`config.mk`:
```
export PLATFORM = sky130hd
export DESIGN_NAME = mw_serial_eeprom
export DESIGN_NICKNAME = d
export VERILOG_FILES = /design/src/rtl/mw_eeprom_pkg.sv /design/src/rtl/mw_word_store.sv /design/src/rtl/mw_prog_timer.sv /design/src/rtl/mw_frame_ctrl.sv /design/src/rtl/mw_serial_eeprom.sv
export SDC_FILE = /design/constraint.sdc
export NUM_CORES = 2
export LEC_CHECK = 0
export BUFFER_PORTS_ARGS = -buffer_cell sky130_fd_sc_hd__clkbuf_2
export CAP_MARGIN = 10
export CORE_MARGIN = 4
export CORE_UTILIZATION = 55
export CTS_BUF_LIST = sky130_fd_sc_hd__clkbuf_8 sky130_fd_sc_hd__clkbuf_16
export CTS_CLUSTER_DIAMETER = 50
export DETAILED_ROUTE_END_ITERATION = 10
export PLACE_DENSITY = 0.68
export SLEW_MARGIN = 25
export SYNTH_ARGS = -nofsm -noshare
export SYNTH_HDL_FRONTEND = slang
export SYNTH_SLANG_ARGS = --single-unit
```
`constraint.sdc`:
```
create_clock -name clk -period 4.8 [get_ports clk]
set_input_delay 1.2 -clock clk [delete_from_list [all_inputs] [get_ports clk]]
set_output_delay 1.2 -clock clk [all_outputs]
set_load 0.05 [all_outputs]
```
`src/rtl/mw_eeprom_pkg.sv`:
```
package mw_eeprom_pkg;

    localparam int MW_ADDR_W = 6;
    localparam int MW_DATA_W = 16;
    localparam int MW_DEPTH  = 1 << MW_ADDR_W;

    typedef enum logic [2:0] {
        FS_IDLE,
        FS_OPC,
        FS_ADR,
        FS_RDAT,
        FS_WDAT,
        FS_ARMED
    } frame_state_e;

    typedef enum logic [1:0] {
        OP_EXT   = 2'b00,
        OP_WRITE = 2'b01,
        OP_READ  = 2'b10,
        OP_ERASE = 2'b11
    } opcode_e;

    localparam logic [1:0] EXT_ENABLE  = 2'b11;
    localparam logic [1:0] EXT_DISABLE = 2'b00;

    typedef struct packed {
        logic                 valid;
        logic [MW_ADDR_W-1:0] addr;
        logic [MW_DATA_W-1:0] data;
    } prog_req_t;

    function automatic logic [1:0] ext_code(input logic [MW_ADDR_W-1:0] a);
        return a[MW_ADDR_W-1 -: 2];
    endfunction

endpackage

```
`src/rtl/mw_word_store.sv`:
```
module mw_word_store
    import mw_eeprom_pkg::*;
(
    input  logic                 clk,
    input  logic                 rst,
    input  logic                 we_i,
    input  logic [MW_ADDR_W-1:0] waddr_i,
    input  logic [MW_DATA_W-1:0] wdata_i,
    input  logic [MW_ADDR_W-1:0] raddr_i,
    output logic [MW_DATA_W-1:0] rdata_o
);

    logic [MW_DATA_W-1:0] words [MW_DEPTH];

    always_ff @(posedge clk) begin
        for (int i = 0; i < MW_DEPTH; i++) begin
            if (rst) begin
                words[i] <= '0;
            end else if (we_i && waddr_i == MW_ADDR_W'(i)) begin
                words[i] <= wdata_i;
            end
        end
    end

    assign rdata_o = words[raddr_i];

    // a store request leaves the addressed word holding its data
    p_store_lands_r5: assert property (@(posedge clk) disable iff (rst)
        we_i |=> words[$past(waddr_i)] == $past(wdata_i));

endmodule

```
`src/rtl/mw_prog_timer.sv`:
```
module mw_prog_timer
    import mw_eeprom_pkg::*;
#(
    parameter int PROG_CYCLES = 200
) (
    input  logic                 clk,
    input  logic                 rst,
    input  prog_req_t            req_i,
    output logic                 busy_o,
    output logic                 we_o,
    output logic [MW_ADDR_W-1:0] waddr_o,
    output logic [MW_DATA_W-1:0] wdata_o
);

    localparam int CW = $clog2(PROG_CYCLES + 1);
    localparam logic [CW-1:0] LOAD = CW'(PROG_CYCLES);

    logic [CW-1:0] remain_q;

    always_ff @(posedge clk) begin
        if (rst) begin
            remain_q <= '0;
            waddr_o  <= '0;
            wdata_o  <= '0;
        end else if (req_i.valid && remain_q == '0) begin
            remain_q <= LOAD;
            waddr_o  <= req_i.addr;
            wdata_o  <= req_i.data;
        end else if (remain_q != '0) begin
            remain_q <= remain_q - 1'b1;
        end
    end

    assign busy_o = (remain_q != '0);
    assign we_o   = (remain_q == CW'(1));

    // requests only reach an idle timer
    p_req_when_idle_r10: assert property (@(posedge clk) disable iff (rst)
        req_i.valid |-> !busy_o);

    // an accepted request makes the block busy on the next cycle
    p_req_starts_busy_r8: assert property (@(posedge clk) disable iff (rst)
        req_i.valid |=> busy_o);

    // the commit closes the program cycle
    p_commit_ends_busy_r8: assert property (@(posedge clk) disable iff (rst)
        we_o |=> !busy_o);

endmodule

```
`src/rtl/mw_frame_ctrl.sv`:
```
module mw_frame_ctrl
    import mw_eeprom_pkg::*;
(
    input  logic                 clk,
    input  logic                 rst,
    input  logic                 cs_i,
    input  logic                 sk_i,
    input  logic                 di_i,
    input  logic                 busy_i,
    input  logic [MW_DATA_W-1:0] rd_word_i,
    output logic [MW_ADDR_W-1:0] rd_addr_o,
    output prog_req_t            req_o,
    output logic                 do_o
);

    localparam int CNT_W = $clog2(MW_DATA_W);
    localparam logic [CNT_W-1:0] OPC_LAST = CNT_W'(1);
    localparam logic [CNT_W-1:0] ADR_LAST = CNT_W'(MW_ADDR_W - 1);
    localparam logic [CNT_W-1:0] DAT_LAST = CNT_W'(MW_DATA_W - 1);

    frame_state_e         state_q;
    opcode_e              op_q;
    logic                 sk_q, cs_q;
    logic [CNT_W-1:0]     cnt_q;
    logic [MW_ADDR_W-1:0] addr_q;
    logic [MW_DATA_W-1:0] wdata_q;
    logic                 dout_q;
    logic                 wen_q;
    logic                 stat_q;
    logic                 rise;
    logic [CNT_W-1:0]     bit_idx;
    logic [MW_ADDR_W-1:0] addr_nx;

    assign rise    = sk_i & ~sk_q;
    assign bit_idx = DAT_LAST - cnt_q;
    assign addr_nx = {addr_q[MW_ADDR_W-2:0], di_i};

    always_ff @(posedge clk) begin
        if (rst) begin
            state_q <= FS_IDLE;
            op_q    <= OP_EXT;
            sk_q    <= 1'b0;
            cs_q    <= 1'b0;
            cnt_q   <= '0;
            addr_q  <= '0;
            wdata_q <= '0;
            dout_q  <= 1'b0;
            wen_q   <= 1'b0;
            stat_q  <= 1'b0;
            req_o   <= '0;
        end else begin
            sk_q        <= sk_i;
            cs_q        <= cs_i;
            req_o.valid <= 1'b0;
            if (!cs_i) begin
                state_q <= FS_IDLE;
                if (cs_q && state_q == FS_ARMED) begin
                    unique case (op_q)
                        OP_WRITE: if (wen_q) begin
                            req_o  <= '{valid: 1'b1, addr: addr_q, data: wdata_q};
                            stat_q <= 1'b1;
                        end
                        OP_ERASE: if (wen_q) begin
                            req_o  <= '{valid: 1'b1, addr: addr_q, data: '1};
                            stat_q <= 1'b1;
                        end
                        OP_EXT: begin
                            if (ext_code(addr_q) == EXT_ENABLE) begin
                                wen_q <= 1'b1;
                            end else if (ext_code(addr_q) == EXT_DISABLE) begin
                                wen_q <= 1'b0;
                            end
                        end
                        default: ;
                    endcase
                end
            end else if (rise) begin
                unique case (state_q)
                    FS_IDLE: if (di_i && !busy_i) begin
                        state_q <= FS_OPC;
                        cnt_q   <= '0;
                        stat_q  <= 1'b0;
                    end
                    FS_OPC: begin
                        op_q <= opcode_e'({op_q[0], di_i});
                        if (cnt_q == OPC_LAST) begin
                            state_q <= FS_ADR;
                            cnt_q   <= '0;
                        end else begin
                            cnt_q <= cnt_q + 1'b1;
                        end
                    end
                    FS_ADR: begin
                        addr_q <= addr_nx;
                        if (cnt_q == ADR_LAST) begin
                            cnt_q <= '0;
                            if (op_q == OP_READ) begin
                                state_q <= FS_RDAT;
                                dout_q  <= 1'b0;
                            end else if (op_q == OP_WRITE) begin
                                state_q <= FS_WDAT;
                            end else begin
                                state_q <= FS_ARMED;
                            end
                        end else begin
                            cnt_q <= cnt_q + 1'b1;
                        end
                    end
                    FS_RDAT: begin
                        dout_q <= rd_word_i[bit_idx];
                        if (cnt_q == DAT_LAST) begin
                            cnt_q  <= '0;
                            addr_q <= addr_q + 1'b1;
                        end else begin
                            cnt_q <= cnt_q + 1'b1;
                        end
                    end
                    FS_WDAT: begin
                        wdata_q <= {wdata_q[MW_DATA_W-2:0], di_i};
                        if (cnt_q == DAT_LAST) begin
                            state_q <= FS_ARMED;
                            cnt_q   <= '0;
                        end else begin
                            cnt_q <= cnt_q + 1'b1;
                        end
                    end
                    default: ;
                endcase
            end
        end
    end

    assign rd_addr_o = addr_q;

    always_comb begin
        do_o = 1'b0;
        if (cs_i) begin
            if (state_q == FS_RDAT) begin
                do_o = dout_q;
            end else if (state_q == FS_IDLE && stat_q) begin
                do_o = ~busy_i;
            end
        end
    end

    // a program request is only issued while writes are enabled
    p_req_needs_enable_r7: assert property (@(posedge clk) disable iff (rst)
        req_o.valid |-> wen_q);

    // the first read output after the address is the dummy zero
    p_dummy_zero_r3: assert property (@(posedge clk) disable iff (rst)
        (state_q == FS_RDAT && $past(state_q) == FS_ADR) |-> !dout_q);

    // dropping chip select outside the armed state issues nothing
    p_abort_silent_r9: assert property (@(posedge clk) disable iff (rst)
        (cs_q && !cs_i && state_q != FS_ARMED) |=> !req_o.valid);

    // the decoder stays idle while a program cycle runs
    p_busy_holds_idle_r10: assert property (@(posedge clk) disable iff (rst)
        (busy_i && state_q == FS_IDLE) |=> state_q == FS_IDLE);

endmodule

```
`src/rtl/mw_serial_eeprom.sv`:
```
module mw_serial_eeprom
    import mw_eeprom_pkg::*;
#(
    parameter int PROG_CYCLES = 200
) (
    input  logic clk,
    input  logic rst,
    input  logic cs_i,
    input  logic sk_i,
    input  logic di_i,
    output logic do_o
);

    prog_req_t            req;
    logic                 busy;
    logic                 we;
    logic [MW_ADDR_W-1:0] waddr;
    logic [MW_DATA_W-1:0] wdata;
    logic [MW_ADDR_W-1:0] raddr;
    logic [MW_DATA_W-1:0] rdata;

    mw_frame_ctrl u_frame (
        .clk       (clk),
        .rst       (rst),
        .cs_i      (cs_i),
        .sk_i      (sk_i),
        .di_i      (di_i),
        .busy_i    (busy),
        .rd_word_i (rdata),
        .rd_addr_o (raddr),
        .req_o     (req),
        .do_o      (do_o)
    );

    mw_prog_timer #(.PROG_CYCLES(PROG_CYCLES)) u_timer (
        .clk     (clk),
        .rst     (rst),
        .req_i   (req),
        .busy_o  (busy),
        .we_o    (we),
        .waddr_o (waddr),
        .wdata_o (wdata)
    );

    mw_word_store u_store (
        .clk     (clk),
        .rst     (rst),
        .we_i    (we),
        .waddr_i (waddr),
        .wdata_i (wdata),
        .raddr_i (raddr),
        .rdata_o (rdata)
    );

endmodule

```
# After elaboration in Yosys (flattened, before gate mapping)
# Memory sizes are Yosys's and may differ from the RTL's. A register that Yosys moved wholly into a read port is not among the register bits.
# Cells that the tools add are included.
[totals] reg_bits=89 latch_bits=0 ramBits=1024 mem_bits_ro=0 input_bits=5 out_inout_bits=1 elab_cells=573 mem_count=1
[memory_table] name="u_store.words" depth=64 width=16 rd=1 rd_ports_with_merged_regs=1 write_ports=64 line="mw_word_store.sv:13" rtl="logic [MW_DATA_W-1:0] words [MW_DEPTH];"
[classes] addsub=4 multipliers=0 div_mod_pow=0 magnitude_cmp=1 eq_ne=87 n_shift=0 n_mux=296 bitwise_logic=69 n_reduce_logical=98
[ops] cell="two-way mux 16 bit" count=64
[ops] cell="two-way mux 1 bit" count=210
[ops] cell="equality test 6 bit, second input constant" count=32
[ops] cell="equality test 6 x 5 -> 1 bit, second input constant" count=16
[ops] cell="logical AND 1 bit" count=68
[ops] cell="OR 1 bit" count=64
[ops] cell="equality test 6 x 4 -> 1 bit, second input constant" count=8
[ops] cell="two-way mux 23 bit" count=2
[ops] cell="case mux 23 bit (2 select lines)" count=1
[ops] cell="equality test 6 x 3 -> 1 bit, second input constant" count=4
[ops] cell="inequality test 2 x 1 -> 1 bit, second input constant" count=11
[ops] cell="two-way mux 6 bit" count=3
[ops] cell="two-way mux 4 bit" count=4
[ops] cell="two-way mux 8 bit" count=2
[ops] cell="case mux 4 bit (4 select lines)" count=1
[ops] cell="two-way mux 3 bit" count=5
[ops] cell="nonzero test 2 bit" count=7
[ops] cell="equality test 6 x 2 -> 1 bit, second input constant" count=2
[ops] cell="case mux 3 bit (4 select lines)" count=1
[ops] cell="case mux 6 bit (2 select lines)" count=1
[ops] cell="AND reduction 4 bit" count=3
[ops] cell="AND reduction 6 bit" count=2
[ops] cell="AND reduction 5 bit" count=2
[ops] cell="equality test 8 x 1 -> 1 bit, second input constant" count=1
[ops] cell="other kinds (28)" count=41

# Longest topological paths before layout
[depth] ltp_word=7 ltp_mapped=12 ltp_nobuf=10

# Hierarchy
# From an unflattened synthesis, not the netlist that was laid out.
[unflattened] cells_unflattened=3482 hier_area_um2=51045.2
[by_module_without_submodules] module="mw_word_store" instances=1 cells_each=3003 area_each_um2=47017.6 seq_area_each_um2=30749.5
[by_module_without_submodules] module="mw_frame_ctrl" instances=1 cells_each=321 area_each_um2=2646.3 seq_area_each_um2=1181.1
[by_module_without_submodules] module="mw_prog_timer" instances=1 cells_each=158 area_each_um2=1381.3 seq_area_each_um2=600.6

# Worst setup path before layout
# No wires, ideal clock.
[synth_timing] path_kind="register to output" start="register u_timer.remain_q[5]" end="output port do_o" t_arrival_ns=2.388 required_ns=3.600 setup_slack_ns=1.212 path_stages_with_launch=8 path_buffers=0 cell_sequence="dfxtp_1 > nor4_2 > nand2b_1 > nor2_1 > nand2_1 > nor2_1 > a32oi_1 > nor3b_1"
[synth_via] elab_chain_cells=5
[synth_rtl] item="start: declaration" line="mw_prog_timer.sv:18" rtl="logic [CW-1:0] remain_q;"
[synth_rtl] item="start signal: assignment" line="mw_prog_timer.sv:30" rtl="remain_q <= remain_q - 1'b1;"
[synth_rtl] item="nonzero test 8 bit" line="mw_prog_timer.sv:34" rtl="assign busy_o = (remain_q != '0);"
[synth_rtl] item="NOT 1 bit" line="mw_frame_ctrl.sv:141" rtl="do_o = ~busy_i;"
[synth_rtl] item="two-way mux 1 bit" line="mw_frame_ctrl.sv:140" rtl="end else if (state_q == FS_IDLE && stat_q) begin"
[synth_rtl] item="two-way mux 1 bit" line="mw_frame_ctrl.sv:138" rtl="if (state_q == FS_RDAT) begin"
[synth_rtl] item="two-way mux 1 bit" line="mw_frame_ctrl.sv:137" rtl="if (cs_i) begin"
[synth_rtl] item="end: declaration" line="mw_serial_eeprom.sv:11" rtl="output logic do_o"
# No other way between the ends.

# Worst setup path after layout
# Same ends and word-level chain as after synthesis.

==> impl_metrics.tcl <==
set metrics [dict create \
    multi_input_area_um2 17000 \
    grt_setup_unrepaired "no" \
    setup_slack_ns 0.660 \
    crit_required_ns 3.60 \
    vias 30600 \
    netSwitchingPower_mw 4.61 \
    holdCritPathClass "flip-flop to flip-flop" \
    syn_area_um2 51000 \
    routabilityCongestion 0.976 \
    grt_pass1_vias 30300 \
    synth_area_per_cell_um2 14.2 \
    cts_resized 0 \
    slew_headroom_pct 21.9 \
    clock_latency_ns 0.73 \
    path_class "flip-flop to output port" \
    rr_endpoint "u_frame.dout_q$_SDFFE_PP0P_" \
    routed_wl_mm 147 \
    overflow 0 \
    maxCapViolations 0 \
    synthSimpleGateAreaFrac_pct 16.4 \
    grt_max_degree 67 \
    swShare_pct 21.8 \
    internal_power_mw 16.5 \
    finalCritPeriodShare_pct 86.2 \
    vias_per_cell 6.27 \
    cts_hold_buffers 0 \
    dieWidth_um 313 \
    n_fill_cell 6784 \
    finalNetCount 3553 \
    async_flop_share_pct 0 \
    regToRegSetupSlack_ns 1.09 \
    clock_path_buffers 3 \
    cts_tree "done" \
    root_buffer "clkbuf_16" \
    synth-xor-area-share_pct 0.103 \
    initial_core_util_pct 55.6 \
    rows 111 \
    antennaDiodeCount 0 \
    clkTransAtPathRegs_ns 0.06 \
    clockPowerShare_pct 43.4 \
    cts_setup_buffers 0 \
    pre_cts_ws_ns 1.01 \
    io_buffers 5 \
    ios 6 \
    p_seq_share_pct 52.4 \
    ys_types 64 \
    grt_pass1_wl_mm 213 \
    worst_slew_pin_slew_ns 1.17 \
    yosys-mux-area-fraction_pct 12.0 \
    finalMaxSlewViolations 0 \
    synth-compound-area-share_pct 4.46 \
    status "finished clean" \
    setup_tns_ns 0 \
    crit_family "simple AND/OR/NAND/NOR gates" \
    dp_hpwl_mm 94.0 \
    die_h_um 313 \
    hold_path_depth 2 \
    ff2ff_path_depth 8 \
    first_iter_violations 3887 \
    drc_errors 0 \
    ys_seq_area_share_pct 64.0 \
    ff_latch_area_um2 32700 \
    critPathMaxFanout 5 \
    max_freq_mhz 242 \
    hold_path_end "u_timer.wdata_o[15]$_SDFFE_PP0P_" \
    synthCells 3584 \
    p_per_area_nw_per_um2 374 \
    ant_nets 0 \
    wire_per_inst_um 30.1 \
    ys_ff_latch 1119 \
    synth_top_family_by_area "simple AND/OR/NAND/NOR gates" \
    synth_fp_nets 3596 \
    crit_start "u_timer.remain_q[5]$_SDFFE_PP0P_" \
    finalSetupViolCount 0 \
    grt.total_usage_pct 30.1 \
    cts_buffers 120 \
    combPwrFrac_pct 4.2 \
    drive_above_1_share_pct 17.7 \
    critPathBufInv 1 \
    syn_to_final_growth_pct 10.7 \
    p_leak_nw 19.6 \
    drtPass1Iterations 6 \
    core-area_um2 91800 \
    cp-start-kind "flip-flop" \
    path_cells "nor4_2, nand2b_1, nor2_1, nand2_1, nor2_1, a32oi_1, nor3b_1, clkbuf_2" \
    slowest_delay_ns 0.40 \
    antenna_found_initial 3 \
    min_period_ns 4.14 \
    ir_drop_mv 0.326 \
    finalHoldViolCount 0 \
    clock-sinks 1119 \
    synth_enable_flop_cells 1024 \
    cp.arrival_ns 2.94 \
    synth_ff_type "edfxtp_1" \
    critPathSlowestCell "nor4_2" \
    yosysWarningCount 0 \
    end_kind "output port" \
    synth_fa_ha_area_share_pct 0.172 \
    cpMostUsedCell "nor2_1" \
    die-area_um2 97800 \
    htreeDepth 3 \
    hp-start "u_frame.req_o[15]$_SDFFE_PP0P_" \
    clock_skew_ns 0.0226 \
]
synth_stat cells, types with 4 or more instances:
cell type,count,area (µm²)
o21bai_1,64,480
nor4_1,8,50.1
mux2_2,7,78.8
o31ai_1,6,45.0
a2111oi_0,6,52.6
a221oi_1,6,52.6
ha_1,7,87.6
mux4_2,234,5270
or3_1,6,37.5
o22ai_1,25,156
edfxtp_1,1024,30700
buf_6,16,180
nor2b_1,18,113
buf_1,5,18.8
a21oi_1,70,350
clkbuf_1,254,953
nand2b_1,10,62.6
inv_1,15,56.3
a311oi_1,4,35.0
nand3_1,28,140
o2111ai_1,6,52.6
a22oi_1,42,315
and2_1,1028,6430
nor2_1,152,571
a22o_1,9,78.8
o21ai_0,20,100
nand4_1,13,81.3
nor3_1,20,100
nand2_1,165,619
mux2i_1,76,761
dfxtp_1,95,1900
o221ai_1,14,123
buf_4,6,45.0
a211oi_1,27,203
a31oi_1,8,50.1
buf_2,36,180
o211ai_1,4,30.0
or2_2,5,31.3
final cells by class:
type                            instances  area share [%]
Sequential cell                      1119            57.8
Multi-Input combinational cell       2127            30.1
Clock buffer                          122            5.36
Tap cell                             1243            2.75
Timing Repair Buffer                  157            2.24
Clock inverter                         95            1.57
Inverter                               16           0.106
power by group through the flow:
| stage | registers [mW] | logic (mW) | clock network, mW |
|---|---|---|---|
| 3_5_place_dp | 11.3 | 0.870 | 0 |
| 2_1_floorplan | 11.2 | 0.530 | 0 |
| 4_1_cts | 11.1 | 0.872 | 9.26 |
| 3_3_place_gp | 11.2 | 0.852 | 0 |
| 6_report | 11.1 | 0.886 | 9.18 |
| 5_1_grt | 11.1 | 0.938 | 9.69 |
sequential cells by signal, summed over array words and instances (netlist names), named ones only:
name / cells
u_frame.wdata_q: 16
u_timer.wdata_o: 16
u_timer.remain_q: 8
u_timer.waddr_o: 6
u_frame.rd_addr_o: 6
u_frame.cnt_q: 4
u_frame.op_q: 2
u_frame.state_q: 3
u_frame.req_o: 23
u_frame.cs_q: 1
u_frame.stat_q: 1
u_frame.dout_q: 1
u_frame.wen_q: 1
u_frame.sk_q: 1
u_store.words: 1024
worst max-delay path by stage:
stage / endpoint / slack (ns) / cells past startpoint
2_1_floorplan: do_o / 1.21 / 7
3_3_place_gp: u_frame.dout_q$_SDFFE_PP0P_ / 0.95 / 9
3_5_place_dp: u_frame.dout_q$_SDFFE_PP0P_ / 1.01 / 9
4_1_cts: do_o / 0.68 / 8
5_1_grt: do_o / 0.45 / 8
6_report: do_o / 0.66 / 8
worst min-delay path, stage by stage (launching register included):
cell and delay (ns):
dfxtp_1 0.31, nand2_1 0.05, a21oi_1 0.05
layout by cell type (no fill, tap or decap), drive strengths merged, types with 8 or more instances in the layout:
| master | n |
|---|---|
| nor4 | 9 |
| o21ai | 23 |
| nand2 | 166 |
| a211oi | 28 |
| inv | 51 |
| a22oi | 42 |
| a31oi | 8 |
| mux2i | 76 |
| nor2b | 18 |
| nand4 | 13 |
| o22ai | 25 |
| clkinv | 43 |
| mux4 | 234 |
| nand3 | 28 |
| buf | 153 |
| o21bai | 64 |
| a22o | 9 |
| dfxtp | 95 |
| clkbuf | 126 |
| nor2 | 152 |
| and2 | 1028 |
| a21oi | 70 |
| nor3 | 22 |
| o221ai | 14 |
| a2111oi | 8 |
| edfxtp | 1024 |
| bufinv | 13 |
| nand2b | 10 |
per-stage QoR:
stage | cell area [µm²] | hold WS [ns] | std cells | util, % | power, mW
global placement | 52500 | 0.432 | 4661 | 57.2 | 12.1
detailed placement | 52500 | 0.438 | 4661 | 57.2 | 12.1
finish | 56500 | 0.445 | 4879 | 61.6 | 21.1
floorplan | 51000 | 0.431 | 3584 | - | 11.8
global route | 56500 | 0.471 | 4879 | 61.6 | 21.7
CTS | 56400 | 0.443 | 4878 | 61.5 | 21.2
metal layers:
metal	global-route usage, %	up-vias	share of wire, %
met5	0	-	0.0068
li1	-	13000	-
met1	41.8	15800	39
met3	4.67	294	8.0
met2	48.7	1453	48
met4	11.3	2	4.5
cells by family (layout without fill, tap and decap cells):
kind of cell / Yosys count / count (layout)
multiplexers: 317 / 317
buffers and inverters: 338 / 390
XOR/XNOR: 6 / 6
AND/OR/NAND/NOR: 1469 / 1469
AO/OA/AOI/OAI: 328 / 328
flip-flops: 1119 / 1119
adder cells (fa/ha/maj): 7 / 7
Note: power is estimated with default switching activity, not from simulation.
